## src/rtl/iqsp_pkg.sv

```systemverilog
package iqsp_pkg;
  localparam int unsigned WORD_MAX = 24;
  localparam int unsigned BCNT_W   = $clog2(WORD_MAX + 1);

  typedef enum logic [2:0] {PH_IDLE, PH_PRE_I, PH_SH_I, PH_PRE_Q, PH_SH_Q} phase_e;

  localparam logic [1:0] FS_SINGLE = 2'b00;
  localparam logic [1:0] FS_ENV    = 2'b01;

  function automatic logic [BCNT_W-1:0] word_bits(input logic [1:0] code);
    case (code)
      2'b00:   return BCNT_W'(12);
      2'b01:   return BCNT_W'(16);
      default: return BCNT_W'(24);
    endcase
  endfunction

  function automatic logic [WORD_MAX-1:0] align_msb(input logic [WORD_MAX-1:0] d,
                                                     input logic [1:0] code);
    return d << (WORD_MAX - int'(word_bits(code)));
  endfunction
endpackage

```

## src/rtl/iqsp_sclk_gen.sv

```systemverilog
module iqsp_sclk_gen #(
  parameter int unsigned DIV_W  = 4,
  parameter int unsigned SYNC_N = 2
) (
  input  logic             clk_i,
  input  logic             rst_ni,
  input  logic             master_i,
  input  logic [DIV_W-1:0] div_i,
  input  logic             ext_sclk_i,
  output logic             tick_o,
  output logic             sclk_o
);
  localparam int unsigned HW = DIV_W + 1;

  logic             master_q;
  logic [DIV_W-1:0] cnt_q, cnt_n;
  logic             sclk_q;
  logic             tick_m, tick_s;
  logic [HW-1:0]    hi_len;
  logic [SYNC_N-1:0] sync_q;
  logic             prev_q;

  assign tick_m = (cnt_q >= div_i);
  assign cnt_n  = tick_m ? '0 : cnt_q + 1'b1;
  assign hi_len = ({1'b0, div_i} + HW'(2)) >> 1;

  always_ff @(posedge clk_i or negedge rst_ni) begin
    if (!rst_ni) begin
      master_q <= 1'b0;
      cnt_q    <= '0;
      sclk_q   <= 1'b0;
      sync_q   <= '0;
      prev_q   <= 1'b0;
    end else begin
      master_q <= master_i;
      cnt_q    <= cnt_n;
      sclk_q   <= ({1'b0, cnt_n} < hi_len);
      sync_q   <= {sync_q[SYNC_N-2:0], ext_sclk_i};
      prev_q   <= sync_q[SYNC_N-1];
    end
  end

  assign tick_s = sync_q[SYNC_N-1] & ~prev_q;
  assign tick_o = master_q ? tick_m : tick_s;
  // divide-by-one passes the system clock straight through
  assign sclk_o = master_q ? ((div_i == '0) ? clk_i : sclk_q) : 1'b0;

  p_rise_at_tick_r5: assert property (@(posedge clk_i) disable iff (!rst_ni)
    master_q && (div_i != '0) && tick_m && $stable(div_i) |=> $rose(sclk_q));
  p_slave_tick_single_r6: assert property (@(posedge clk_i) disable iff (!rst_ni)
    tick_s |=> !tick_s);
endmodule

```

## src/rtl/iqsp_pair_buf.sv

```systemverilog
module iqsp_pair_buf #(
  parameter int unsigned W = 24
) (
  input  logic         clk_i,
  input  logic         rst_ni,
  input  logic         load_i,
  input  logic [W-1:0] i_i,
  input  logic [W-1:0] q_i,
  input  logic         take_i,
  output logic         valid_o,
  output logic [W-1:0] i_o,
  output logic [W-1:0] q_o
);
  always_ff @(posedge clk_i or negedge rst_ni) begin
    if (!rst_ni) begin
      valid_o <= 1'b0;
      i_o     <= '0;
      q_o     <= '0;
    end else if (load_i) begin
      valid_o <= 1'b1;
      i_o     <= i_i;
      q_o     <= q_i;
    end else if (take_i) begin
      valid_o <= 1'b0;
    end
  end

  p_hold_r8: assert property (@(posedge clk_i) disable iff (!rst_ni)
    valid_o && !load_i && !take_i |=> valid_o && $stable(i_o) && $stable(q_o));
  p_take_clears_r8: assert property (@(posedge clk_i) disable iff (!rst_ni)
    take_i && !load_i |=> !valid_o);
endmodule

```

## src/rtl/iqsp_framer.sv

```systemverilog
module iqsp_framer
  import iqsp_pkg::*;
(
  input  logic                clk_i,
  input  logic                rst_ni,
  input  logic                tick_i,
  input  logic                valid_i,
  input  logic [WORD_MAX-1:0] i_i,
  input  logic [WORD_MAX-1:0] q_i,
  input  logic [1:0]          wl_i,
  input  logic [1:0]          fs_i,
  output logic                take_o,
  output logic                sdo_o,
  output logic                fs_o,
  output logic                rdy_sclk_o,
  output logic                rdy_clk_o
);
  localparam int unsigned MSB = WORD_MAX - 1;

  phase_e              ph_q;
  logic [1:0]          wl_q, fsm_q;
  logic [BCNT_W-1:0]   cnt_q, bits;
  logic [WORD_MAX-1:0] isr_q, qsr_q, ai, aq;
  logic                last, env, start;

  assign bits  = word_bits(wl_q);
  assign last  = (cnt_q == bits - 1'b1);
  assign env   = (fsm_q == FS_ENV);
  assign start = tick_i && valid_i && ((ph_q == PH_IDLE) || (ph_q == PH_SH_Q && last));
  assign ai    = align_msb(i_i, wl_i);
  assign aq    = align_msb(q_i, wl_i);
  assign take_o = start;

  always_ff @(posedge clk_i or negedge rst_ni) begin
    if (!rst_ni) begin
      ph_q <= PH_IDLE; wl_q <= '0; fsm_q <= '0; cnt_q <= '0;
      isr_q <= '0; qsr_q <= '0; sdo_o <= 1'b0; fs_o <= 1'b0;
      rdy_sclk_o <= 1'b0; rdy_clk_o <= 1'b0;
    end else begin
      rdy_clk_o <= start;
      if (tick_i) begin
        rdy_sclk_o <= start;
        if (start) begin
          wl_q  <= wl_i;
          fsm_q <= fs_i;
          cnt_q <= '0;
          qsr_q <= aq;
          fs_o  <= 1'b1;
          if (fs_i == FS_ENV) begin
            ph_q <= PH_SH_I; sdo_o <= ai[MSB]; isr_q <= ai << 1;
          end else begin
            ph_q <= PH_PRE_I; sdo_o <= 1'b0; isr_q <= ai;
          end
        end else begin
          case (ph_q)
            PH_PRE_I: begin
              ph_q <= PH_SH_I; sdo_o <= isr_q[MSB]; isr_q <= isr_q << 1;
              fs_o <= 1'b0; cnt_q <= '0;
            end
            PH_SH_I: begin
              if (last) begin
                cnt_q <= '0;
                if (fsm_q[1]) begin
                  ph_q <= PH_PRE_Q; sdo_o <= 1'b0; fs_o <= 1'b1;
                end else begin
                  ph_q <= PH_SH_Q; sdo_o <= qsr_q[MSB]; qsr_q <= qsr_q << 1; fs_o <= env;
                end
              end else begin
                cnt_q <= cnt_q + 1'b1; sdo_o <= isr_q[MSB]; isr_q <= isr_q << 1; fs_o <= env;
              end
            end
            PH_PRE_Q: begin
              ph_q <= PH_SH_Q; sdo_o <= qsr_q[MSB]; qsr_q <= qsr_q << 1;
              fs_o <= 1'b0; cnt_q <= '0;
            end
            PH_SH_Q: begin
              if (last) begin
                ph_q <= PH_IDLE; sdo_o <= 1'b0; fs_o <= 1'b0;
              end else begin
                cnt_q <= cnt_q + 1'b1; sdo_o <= qsr_q[MSB]; qsr_q <= qsr_q << 1; fs_o <= env;
              end
            end
            default: begin
              ph_q <= PH_IDLE; sdo_o <= 1'b0; fs_o <= 1'b0;
            end
          endcase
        end
      end
    end
  end

  p_edge_only_r7: assert property (@(posedge clk_i) disable iff (!rst_ni)
    !tick_i |=> $stable(sdo_o) && $stable(fs_o));
  p_cnt_in_word_r1: assert property (@(posedge clk_i) disable iff (!rst_ni)
    (ph_q == PH_SH_I || ph_q == PH_SH_Q) |-> cnt_q < bits);
  p_env_level_r3: assert property (@(posedge clk_i) disable iff (!rst_ni)
    (ph_q == PH_SH_I || ph_q == PH_SH_Q) && env |-> fs_o);
  p_pulse_one_slot_r2: assert property (@(posedge clk_i) disable iff (!rst_ni)
    tick_i && (ph_q == PH_PRE_I || ph_q == PH_PRE_Q) |=> !fs_o);
  p_idle_quiet_r7: assert property (@(posedge clk_i) disable iff (!rst_ni)
    ph_q == PH_IDLE |-> !sdo_o && !fs_o);
endmodule

```

## src/rtl/iq_serial_port.sv

```systemverilog
module iq_serial_port
  import iqsp_pkg::*;
#(
  parameter int unsigned DIV_W = 4
) (
  input  logic                clk_i,
  input  logic                rst_ni,
  input  logic [WORD_MAX-1:0] i_data_i,
  input  logic [WORD_MAX-1:0] q_data_i,
  input  logic                load_i,
  input  logic [1:0]          word_len_i,
  input  logic [1:0]          fs_mode_i,
  input  logic                master_i,
  input  logic [DIV_W-1:0]    clk_div_i,
  input  logic                map_rb_i,
  input  logic                ext_sclk_i,
  output logic                sdo_o,
  output logic                sdfs_o,
  output logic                sclk_o,
  output logic                drdy_o
);
  logic                tick, take, bvalid, rdy_sclk, rdy_clk;
  logic [WORD_MAX-1:0] bi, bq;

  iqsp_sclk_gen #(.DIV_W(DIV_W), .SYNC_N(2)) u_sclk (
    .clk_i, .rst_ni, .master_i, .div_i(clk_div_i), .ext_sclk_i,
    .tick_o(tick), .sclk_o
  );

  iqsp_pair_buf #(.W(WORD_MAX)) u_buf (
    .clk_i, .rst_ni, .load_i, .i_i(i_data_i), .q_i(q_data_i),
    .take_i(take), .valid_o(bvalid), .i_o(bi), .q_o(bq)
  );

  iqsp_framer u_frm (
    .clk_i, .rst_ni, .tick_i(tick), .valid_i(bvalid), .i_i(bi), .q_i(bq),
    .wl_i(word_len_i), .fs_i(fs_mode_i), .take_o(take),
    .sdo_o, .fs_o(sdfs_o), .rdy_sclk_o(rdy_sclk), .rdy_clk_o(rdy_clk)
  );

  assign drdy_o = map_rb_i ? rdy_clk : rdy_sclk;

  p_drdy_narrow_r9: assert property (@(posedge clk_i) disable iff (!rst_ni)
    map_rb_i && drdy_o |=> !(map_rb_i && drdy_o));
endmodule

```

## config.mk

```make
export PLATFORM = sky130hd
export DESIGN_NAME = iq_serial_port
export DESIGN_NICKNAME = d
export VERILOG_FILES = /design/src/rtl/iqsp_pkg.sv /design/src/rtl/iqsp_sclk_gen.sv /design/src/rtl/iqsp_pair_buf.sv /design/src/rtl/iqsp_framer.sv /design/src/rtl/iq_serial_port.sv
export SDC_FILE = /design/constraint.sdc
export NUM_CORES = 1
export LEC_CHECK = 0
export BUFFER_PORTS_ARGS = -buffer_cell sky130_fd_sc_hd__buf_4
export CORE_MARGIN = 2
export CORE_UTILIZATION = 54
export CTS_BUF_LIST = sky130_fd_sc_hd__clkbuf_8
export DETAILED_ROUTE_END_ITERATION = 8
export PLACE_DENSITY = 0.73
export SLEW_MARGIN = 20
export SYNTH_ARGS = -nofsm -noshare
export SYNTH_HDL_FRONTEND = slang
export SYNTH_SLANG_ARGS = --single-unit
```

## constraint.sdc

```tcl
create_clock -name clk_i -period 3.8 [get_ports clk_i]
set_input_delay 0.19 -clock clk_i [delete_from_list [all_inputs] [get_ports clk_i]]
set_output_delay 0.19 -clock clk_i [all_outputs]
set_load 0.03 [all_outputs]
```

# After elaboration in Yosys (flattened, before gate mapping)

Cells that the tools add are included.

Register bits: 122
Word-level logic and storage cells: 100

Reductions and logical operators: 18
$add $sub $neg: 5
Magnitude comparators: 2
Multiplexer cells: 39
Eq/ne operators: 14
Bitwise operators: 2
Shifts and indexed selects: 2

Operators with widths:

| cell                                              | number |
|---|---|
| two-way mux 24 bit                                | 7 |
| case mux 24 bit (3 select lines)                  | 1 |
| left shift 24 x 32 -> 24 bit                      | 2 |
| case mux 24 bit (2 select lines)                  | 1 |
| case mux 5 bit (2 select lines)                   | 2 |
| two-way mux 1 bit                                 | 15 |
| two-way mux 5 bit                                 | 3 |
| case mux 5 bit (3 select lines)                   | 1 |
| two-way mux 3 bit                                 | 4 |
| case mux 3 bit (4 select lines)                   | 1 |
| != test 3 bit (second input constant)             | 3 |
| AND reduction 3 bit                               | 3 |
| == test 2 x 1 -> 1 bit (second input constant)    | 4 |
| nonzero test 4 bit                                | 2 |
| == test 3 x 2 -> 1 bit (second input constant)    | 2 |
| != test 3 x 1 -> 1 bit (second input constant)    | 2 |
| subtractor 5 x 5 -> 6 bit (first input constant)  | 1 |
| adder 4 x 2 -> 5 bit (second input constant)      | 1 |
| adder 5 x 1 -> 5 bit (second input constant)      | 1 |
| == test 5 bit                                     | 1 |
| AND reduction 5 bit                               | 1 |
| subtractor 5 x 1 -> 5 bit (second input constant) | 1 |
| adder 4 x 1 -> 4 bit (second input constant)      | 1 |
| >= comparator 4 bit                               | 1 |
| other kinds (18)                                  | 21 |

# Logic depth before layout (Yosys ltp)

Gate-level depths: netlist (run 1).

Depth in word-level cells: 9
Mapped depth: 10
Mapped depth without buffers: 10

# Cells and area by module

A second synthesis (run 1) with hierarchy kept.

Cell total of the unflattened synthesis: 586
Area, all modules: 6900.4 µm²

By module, submodules not included:

| module         | cells an instance | times used | area each (µm²) | seq. area each (µm²) |
|---|---|---|---|---|
| iqsp_framer    | 434               | 1          | 4484.3          | 1601.5 |
| iqsp_pair_buf  | 104               | 1          | 1856.8          | 1226.2 |
| iqsp_sclk_gen  | 47                | 1          | 544.3           | 225.2 |
| iq_serial_port | 1                 | 1          | 15.0            | 0.0 |

==> results of run 1 <==
## flip-flops by register name (all words and copies together), names as in the netlist, 2 cells and up
name / cells
u_buf.i_o: 24
u_frm.cnt_q: 5
u_frm.qsr_q: 24
u_frm.fsm_q: 2
u_frm.ph_q: 3
u_sclk.sync_q: 2
u_frm.wl_q: 2
u_sclk.cnt_q: 4
u_buf.q_o: 24
u_frm.isr_q: 24
## power groups by stage
stage                     combinational [W]  sequential (W)   clock, W
after global placement              0.00203         0.00203  0.0000159
after floorplan                     0.00174         0.00192  0.0000114
after global routing                0.00235         0.00207    0.00126
after detailed placement            0.00210         0.00203  0.0000159
after CTS                           0.00216         0.00202    0.00119
final                               0.00216         0.00203    0.00117
## layer usage
| metal | GRT usage [%] | vias up | share of wire, % |
|---|---|---|---|
| li1 | - | 2371 | - |
| met1 | 35.3 | 2566 | 45 |
| met2 | 42.0 | 184 | 48 |
| met3 | 5.75 | 22 | 4.9 |
| met4 | 9.48 | 0 | 1.7 |
| met5 | 0 | - | 0 |
## placed cells by master (no fill, tap or decap), drive strengths merged, types with 3 or more instances in the layout
cell type | synthesis | routed
dfrtp | 122 | 122
mux2 | 100 | 100
buf | 21 | 74
dlygate4sd3 | 0 | 54
nor2 | 35 | 35
nand2 | 33 | 33
mux2i | 32 | 32
o21ai | 25 | 25
clkbuf | 19 | 24
a2bb2oi | 22 | 22
inv | 18 | 20
a21oi | 17 | 17
o22ai | 12 | 12
o32ai | 10 | 10
ha | 10 | 10
a221oi | 9 | 9
a21boi | 8 | 8
a22o | 8 | 8
nand2b | 7 | 7
nand3 | 7 | 7
nor3 | 7 | 7
nor2b | 6 | 6
nand4 | 4 | 4
o211a | 3 | 3
xnor2 | 3 | 3
and4 | 3 | 3
nor4b | 3 | 3
or2 | 3 | 3
o211ai | 3 | 3
clkinv | 0 | 3
clkinvlp | 0 | 3
a211oi | 3 | 3
## cells by family after synthesis
logic type	Yosys count
flip-flops	122
XOR/XNOR	4
AND/OR/NAND/NOR	116
adder cells (fa/ha/maj)	10
buffers and inverters	58
AO/OA/AOI/OAI	137
multiplexers	132
## area by class of cell
type                       instances  area [µm²]
sequential                       122        3050
clock inverter                     9        75.1
multi-input combinational        399        3330
fill                             858        3880
tap                              147         184
timing repair buffer             127        1090
inverter                          18        67.6
clock buffer                      25         338
## what timing repair did
action	in CTS	in global routing
hold buffers	54	0
endpoints found under the hold margin	116	0
endpoints found under the setup margin	0	0
## worst max-delay path, cell delays in order (launching register included)
cell and delay, ns:
dfrtp_1 0.39, ha_1 0.26, nor4bb_4 0.51, a221o_1 0.52, nand2_2 0.46, nor3_4 0.42, mux2_2 0.38
## per-stage QoR
step | std cells | instance area (µm²) | setup WS (ns) | power, W
final | 847 | 8140 | 0.735 | 0.00536
after CTS | 847 | 8140 | 0.762 | 0.00537
after global routing | 847 | 8140 | 0.511 | 0.00568
after floorplan | 579 | 6650 | 1.45 | 0.00367
after detailed placement | 760 | 7190 | 0.769 | 0.00415
after global placement | 760 | 7190 | 0.919 | 0.00407
## worst max-delay path by stage
stage | from | endpoint | slack (ns) | cells after the start
final | u_frm.cnt_q[0]$_DFFE_PN0P_ | u_frm.fsm_q[0]$_DFFE_PN0P_ | 0.74 | 6
after global routing | u_frm.cnt_q[0]$_DFFE_PN0P_ | u_frm.fsm_q[0]$_DFFE_PN0P_ | 0.51 | 6
after CTS | u_frm.cnt_q[0]$_DFFE_PN0P_ | u_frm.fsm_q[0]$_DFFE_PN0P_ | 0.76 | 6
after detailed placement | u_frm.cnt_q[0]$_DFFE_PN0P_ | u_frm.fsm_q[0]$_DFFE_PN0P_ | 0.77 | 6
after global placement | u_frm.cnt_q[0]$_DFFE_PN0P_ | u_frm.wl_q[1]$_DFFE_PN0P_ | 0.92 | 6
after floorplan | clk_i | sclk_o | 1.45 | 2
==> metrics.cfg, run 1 <==
[layout]
syn_to_final_growth_pct=22.4
utilization_pct=67.7
insertedDiodeCount=0
final_net_count=761
drive_gt1_share_pct=31.6

[die]
fp.dieArea_um2=13200
rows=40
core_um2=12000
initial_core_util_pct=55.3
die_w_um=115
die_y_um=115
ios=66

[power_and_ir_drop]
p_clk_share_pct=21.8
vdd.ir_drop.worst_v=0.000278
p_comb_share_pct=40.4
p_int_w=0.00345
p_per_area_nw_per_um2=659
seqPwrFrac_pct=37.8
p_leak_nw=3.63
switching_share_pct=35.7
switching_power_w=0.00191

[worst_setup_path]
end_kind=register
rr_worst_depth=6
crit_required_ns=4.23
timing_worst_setup_path_type=reg2reg
reg2reg_slack_ns=0.74
critPathMaxFanout=26
arrival_ns=3.49
r2r-start=u_frm.cnt_q[0]$_DFFE_PN0P_
worstSetupStartpointType=register
rr_endpoint=u_frm.fsm_q[0]$_DFFE_PN0P_

[detailed_routing]
ant_nets=0
vias=5143
drt-total-wl_mm=16.4
avgRoutedWirePerCell_um=19.3
route.detailed.drc=0
vias_per_cell=6.07
first_pass_iters=5
drtIter0Drc=383

[yosys]
ys.flop_type=dfrtp_1
synth_top_family_by_area=multiplexers
synth_edf_count=0
synth_fa_ha_area_share_pct=1.88
synth_top_area_share_pct=45.9
synth_compound_area_share_pct=15.9
synth-xor-area-share_pct=0.527
muxShareOfSynthArea_pct=22.6
synthTopCellsByArea=dfrtp_1 (46%), mux2_2 (14%), mux2i_1 (4.8%)
yosysWarnings=0
yosysMostFrequentCell=dfrtp_1
synth-simple-area-share_pct=9.19
synth_area_leader_cell=dfrtp_1
synthCells=579
ys_top_cells_by_count=dfrtp_1 (122), mux2_2 (85), nor2_1 (35)
avgSynthCellArea_um2=11.5
syn-num-nets=651
asyncSetResetFlopFracSynth_pct=100
seq_area_frac_synth_pct=45.9
synth.distinct_cells=62
syn_area_um2=6650
ys_ff_latch=122

[timing]
setup_tns_ns=0
finalHoldViolations=0
rsz0062_at_grt=false
setup_viol=0
slew_headroom_pct=25.9
min_period_ns=3.06
holdWs_ns=0.0977
clock.fmax_mhz=326
worst_slew_pin_slew_ns=1.11
clock_skew_ns=0.00978
fin_crit_sh_pct=80.6
slew_violations=0

[global_routing]
overflow=0
grtUsageTotal_pct=26.2
grt_pass1_vias=5307
antenna_found_initial=0
grt_pass1_wl_mm=26.9
grt_max_degree=68

[cts]
cts_tree=built
cts_setup_buffers=0
cts.clk_slew.worst_paths_ns=0.07
clkLatencyLatePin_ns=0.54
ctsResizeCount=0

[placed_design]
gp_congestion=0.868
dp_hpwl_mm=10.1
port_buffers=65

[hold_path]
hold_class=in2reg
hold_path_end=u_sclk.sclk_q$_DFF_PN0_
min_path_cells=4
min_from=clk_div_i[3]

[outcome]
outcome=finished, final reports clean

[flow_run]
drv_cap=0

(Power assumes the default switching activity.)
==> run 2: changes to the inputs <==
- PLACE_DENSITY: 0.73 -> 0.76
- clock period: 3.8 -> 2.7 ns (I/O delays scaled with it)
==> run 2 against run 1 <==
Compared with the run above:
- utilization is 1.5 points higher
- global-route usage is 1.2 points higher
- sequential power increased by 39%
- routed wire length up 2.0%
- sequential cell count is the same
- clock skew grew 0.0047 ns
- combinational power up 50%
- highest routed layer unchanged
==> metrics.cfg, run 2 (same netlist as run 1, synthesis figures left out) <==
[cts]
clkLatencyLatePin_ns=0.56  ; +0.02 ns
cts_setup_buffers=0  ; unchanged
cts_tree=built
cts-hold-fix-buffers=56  ; +3.7%
ctsResizeCount=0  ; unchanged
cts.clk_slew.worst_paths_ns=0.08  ; about the same

[die]
initial_core_util_pct=55.3  ; unchanged
fp.dieArea_um2=13200  ; unchanged
ios=66  ; unchanged
core_um2=12000  ; unchanged
rows=40  ; unchanged
die_w_um=115  ; unchanged
die_y_um=115  ; unchanged

[timing]
holdWs_ns=0.0908  ; -0.00691 ns
min_period_ns=2.48  ; -0.584 ns
slew_headroom_pct=38.2  ; +12 points
rsz0062_at_grt=false
clock.fmax_mhz=403  ; +24%
setup_viol=0  ; unchanged
clock_skew_ns=0.0145  ; +0.00473 ns
slew_violations=0  ; unchanged
worst_slew_pin_slew_ns=0.926  ; -0.185 ns
setup_tns_ns=0  ; unchanged
finalHoldViolations=0  ; unchanged
fin_crit_sh_pct=91.9  ; +11 points

[worst_setup_path]
critPathMaxFanout=22  ; -15%
path_depth=7  ; +1
r2r-start=u_frm.cnt_q[0]$_DFFE_PN0P_
arrival_ns=2.93  ; -0.56 ns
crit_required_ns=3.14  ; -1.09 ns
crit_end=u_frm.qsr_q[20]$_DFFE_PN0P_
crit_path_start=u_frm.cnt_q[0]$_DFFE_PN0P_
reg2reg_slack_ns=0.22  ; -0.52 ns
end_kind=register
cp_slowest_stage_delay_ns=0.49  ; -0.03 ns
slowest_stage=nor4bb_4
cp_top_family=multiplexers
crit_chain=ha_1 -> nor4bb_4 -> a22oi_4 -> a21oi_4 -> buf_12 -> mux2_2 -> mux2_4
rr_endpoint=u_frm.qsr_q[20]$_DFFE_PN0P_
rr_worst_depth=7  ; +1
critPathBufInv=1  ; +1
worstSetupStartpointType=register
timing_worst_setup_path_type=reg2reg

[detailed_routing]
avgRoutedWirePerCell_um=19.4  ; +0.23%
drt-total-wl_mm=16.7  ; +2.0%
vias_per_cell=6.05  ; -0.42%
vias=5212  ; +1.3%
drtIter0Drc=459  ; +20%
ant_nets=0  ; unchanged
route.detailed.drc=0  ; unchanged
first_pass_iters=5  ; unchanged

[hold_path]
hold_class=in2async

[power_and_ir_drop]
p_comb_share_pct=41.5  ; +1.1 points
switching_share_pct=35.4  ; -0.29 points
p_leak_nw=3.71  ; +2.3%
switching_power_w=0.00278  ; +45%
p_int_w=0.00506  ; +47%
p_clk_share_pct=22.4  ; +0.6 points
p_per_area_nw_per_um2=943  ; +43%
vdd.ir_drop.worst_v=0.000490  ; +76%
seqPwrFrac_pct=36.0  ; -1.8 points

[global_routing]
grt_pass1_vias=5298  ; -0.17%
overflow=0  ; unchanged
grtUsageTotal_pct=27.4  ; +1.2 points
grt_max_degree=59  ; -13%
antenna_found_initial=0  ; unchanged
grt_pass1_wl_mm=27.5  ; +2.3%

[layout]
fillCellCount=856  ; -0.23%
layout_commonest_cell=dfrtp_1
multiInputGateArea_um2=3330  ; unchanged
final_net_count=774  ; +1.7%
insertedDiodeCount=0  ; unchanged
syn_to_final_growth_pct=25.1
final_cell_mix=dfrtp_1 (122), mux2_2 (85), buf_4 (82)
ff_latch_area_um2=3050  ; unchanged
drive_gt1_share_pct=32.7  ; +1.2 points

[flow_run]
drv_cap=0  ; unchanged

[placed_design]
port_buffers=65  ; unchanged
gp_congestion=0.930  ; +7.2%
dp_hpwl_mm=10.3  ; +1.1%

[outcome]
outcome=finished, final reports clean

[run 2: cell count changes in the layout (fill, tap and decap cells not counted), sizes merged]
cell and delta:
clkbuf -1, dlygate4sd3 +2, clkinvlp +1, buf +11, clkinv +1, bufinv +1
[run 2: worst reg2reg max path, cell delays in order (launching register included)]
cell      delay, ns
dfrtp_1        0.40
ha_1           0.25
nor4bb_4       0.49
a22oi_4        0.18
a21oi_4        0.24
buf_12         0.20
mux2_2         0.38
mux2_4         0.26
[run 2: power by group through the flow]
stage | clock, W | combinational (W) | sequential (W)
3_3_place_gp | 0.0000223 | 0.00305 | 0.00281
3_5_place_dp | 0.0000223 | 0.00316 | 0.00283
5_1_grt | 0.00187 | 0.00355 | 0.00289
2_1_floorplan | 0.0000161 | 0.00244 | 0.00270
4_1_cts | 0.00179 | 0.00324 | 0.00281
6_report | 0.00176 | 0.00325 | 0.00282
[run 2: worst min path at each step]
stage / end / slack (ns) / cells past startpoint
global placement: u_sclk.sclk_q$_DFF_PN0_ / 0.14 / 1
global route: u_sclk.sclk_q$_DFF_PN0_ / 0.11 / 2
finish: u_sclk.sclk_q$_DFF_PN0_ / 0.09 / 2
detailed placement: u_sclk.sclk_q$_DFF_PN0_ / 0.14 / 1
CTS: u_frm.cnt_q[1]$_DFFE_PN0P_ / 0.09 / 2
floorplan: u_buf.i_o[0]$_DFFE_PN0P_ / -0.16 / 0
[run 2: final cells by class]
| class | instances | area share (%) |
|---|---|---|
| well taps | 147 | 2.21 |
| clock inverters | 12 | 1.51 |
| clock buffers | 24 | 3.90 |
| multi-input cells | 399 | 40.1 |
| flip-flops and latches | 122 | 36.7 |
| repair buffers | 140 | 14.8 |
| inverters | 18 | 0.813 |
[run 2: metal layers]
layer,GRT usage (%),wire (µm),up-vias
met5,0,0,-
met3,8.49,938,27
met1,35.4,7320,2625
met4,10.7,328,0
li1,-,-,2392
met2,43.5,8090,168
[run 2: metrics by stage]
step           util [%]  std cells  cell area [µm²]  power, W  setup WS [ns]
2_1_floorplan         -        579             6650   0.00516          0.375
3_3_place_gp       60.9        771             7310   0.00588          0.322
3_5_place_dp       60.9        771             7310   0.00601          0.246
4_1_cts            69.2        862             8310   0.00784          0.234
5_1_grt            69.2        862             8310   0.00831          0.105
6_report           69.2        862             8310   0.00784          0.219
==> run 3: changes to the inputs <==
- CTS_BUF_LIST: sky130_fd_sc_hd__clkbuf_8 -> sky130_fd_sc_hd__clkbuf_4 sky130_fd_sc_hd__clkbuf_8
==> run 3 against run 2 <==
Compared with the run above:
- critical path depth unchanged
- fmax about the same
- cell count stayed put
- critical endpoint unchanged
- largest cell class unchanged
- highest routed layer unchanged
==> metrics.cfg, run 3 (same netlist as run 1, synthesis figures left out) <==
[detailed_routing]
drtIter0Drc=448  ; -2.4%
avgRoutedWirePerCell_um=19.2  ; -0.93%
vias=5177  ; -0.67%
drt-total-wl_mm=16.5  ; -0.93%
first_pass_iters=7  ; +2
vias_per_cell=6.01  ; -0.67%
route.detailed.drc=0  ; unchanged
ant_nets=0  ; unchanged

[layout]
drive_gt1_share_pct=33.0  ; +0.28 points
utilization_pct=69.3  ; about the same
insertedDiodeCount=0  ; unchanged
fin_cells=862  ; unchanged
syn_to_final_growth_pct=25.2  ; about the same
final_cell_mix=dfrtp_1 (122), mux2_2 (85), buf_4 (82)
layout_commonest_cell=dfrtp_1
final_net_count=774  ; unchanged
fillCellCount=855  ; -0.12%

[die]
fp.dieArea_um2=13200  ; unchanged
core_um2=12000  ; unchanged
initial_core_util_pct=55.3  ; unchanged
die_y_um=115  ; unchanged
rows=40  ; unchanged
die_w_um=115  ; unchanged
ios=66  ; unchanged

[cts]
cts.clk_slew.worst_paths_ns=0.07  ; about the same
ctsResizeCount=0  ; unchanged
clkLatencyLatePin_ns=0.55  ; about the same
cts_setup_buffers=0  ; unchanged
cts_tree=built

[power_and_ir_drop]
p_leak_nw=3.71  ; about the same
vdd.ir_drop.worst_v=0.000485  ; -0.92%
p_per_area_nw_per_um2=944  ; about the same
design_power_total_w=0.00785  ; +0.18%

[placed_design]
port_buffers=65  ; unchanged
dp_cells=771  ; unchanged
dp_hpwl_mm=10.3  ; unchanged
gp_congestion=0.930  ; unchanged

[timing]
clock_skew_ns=0.0126  ; -0.00196 ns
worst_slew_pin_slew_ns=0.903  ; -0.0228 ns
slew_headroom_pct=39.7  ; +1.5 points
min_period_ns=2.48  ; -0.00237 ns
fin_crit_sh_pct=91.8  ; about the same
setup_viol=0  ; unchanged
clock.fmax_mhz=403  ; about the same
finalHoldViolations=0  ; unchanged
setup_tns_ns=0  ; unchanged
slew_violations=0  ; unchanged
rsz0062_at_grt=false

[global_routing]
grt_pass1_wl_mm=27.3  ; -0.73%
grt_max_degree=59  ; unchanged
grt_pass1_vias=5301  ; +0.057%
overflow=0  ; unchanged
grtUsageTotal_pct=27.1  ; -0.32 points
antenna_found_initial=0  ; unchanged

[worst_setup_path]
timing_worst_setup_path_type=reg2reg
cp_slowest_stage_delay_ns=0.49  ; about the same
cp_top_family=multiplexers
reg2reg_slack_ns=0.22  ; about the same
slowest_stage=nor4bb_4
crit_chain=ha_1 -> nor4bb_4 -> a22oi_4 -> a21oi_4 -> buf_12 -> mux2_2 -> mux2_4
arrival_ns=2.91  ; -0.02 ns
crit_required_ns=3.14  ; about the same
critPathBufInv=1  ; unchanged
end_kind=register
critPathMaxFanout=22  ; unchanged
worstSetupStartpointType=register

[flow_run]
drv_cap=0  ; unchanged

[outcome]
outcome=finished, final reports clean

[hold_path]
hold_class=in2async

==> run 3: changes by cell type in the layout (fill, tap and decap cells not counted) <==
cell | previous run | this run
clkbuf_4 | 0 | 2
inv_1 | 20 | 18
==> run 3: stage by stage <==
stage,cell area (µm²),worst slack (ns),hold WS [ns]
5_1_grt,8320,0.105,0.110
3_5_place_dp,7310,0.246,0.141
2_1_floorplan,6650,0.375,-0.161
4_1_cts,8320,0.234,0.0854
3_3_place_gp,7310,0.322,0.137
6_report,8320,0.222,0.0985
==> run 3: final timing paths <==
check,from,endpoint,depth (start not counted)
worst max register to register,u_frm.cnt_q[0]$_DFFE_PN0P_,u_frm.qsr_q[20]$_DFFE_PN0P_,7
worst min-delay path,rst_ni,u_sclk.sclk_q$_DFF_PN0_,2
worst min register to register,u_sclk.sync_q[0]$_DFF_PN0_,u_sclk.sync_q[1]$_DFF_PN0_,0
max in group asynchronous,rst_ni,u_buf.i_o[16]$_DFFE_PN0P_,3
min in group clk_i,load_i,u_buf.valid_o$_DFFE_PN0P_,2
worst max-delay path,u_frm.cnt_q[0]$_DFFE_PN0P_,u_frm.qsr_q[20]$_DFFE_PN0P_,7
==> run 3: what timing repair did <==
| item | CTS | global route |
|---|---|---|
| hold buffers | 56 | 0 |
| endpoints found under the setup margin | 0 | 0 |
| hold endpoints to repair | 102 | 0 |
==> run 3: worst reg2reg max path: cells and delay by family, from the launching register on <==
kind / cells / cell delay [ns]
mux: 2 / 0.65
buf+inv: 1 / 0.19
flops: 1 / 0.40
compound gates: 2 / 0.42
fa+ha+maj: 1 / 0.25
simple gates: 1 / 0.49
==> run 3: final cells by class <==
type | count | area [µm²] | area share (%)
multi-input combinational | 399 | 3330 | 40.0
sequential | 122 | 3050 | 36.7
timing repair buffer | 140 | 1230 | 14.8
clock buffer | 26 | 339 | 4.08
tap | 147 | 184 | 2.21
clock inverter | 10 | 118 | 1.41
inverter | 18 | 67.6 | 0.812
==> run 3: report_power, final <==
group | internal, W | switching (W)
clock | 0.00102 | 0.000762
sequential | 0.00239 | 0.000427
combinational | 0.00168 | 0.00157
==> run 3: metal layers <==
layer | vias to the layer above | GRT usage, % | wire, µm
li1 | 2390 | - | -
met1 | 2579 | 35.3 | 7200
met2 | 184 | 42.7 | 8100
met3 | 24 | 8.28 | 948
met4 | 0 | 10.4 | 284
met5 | - | 0 | 0
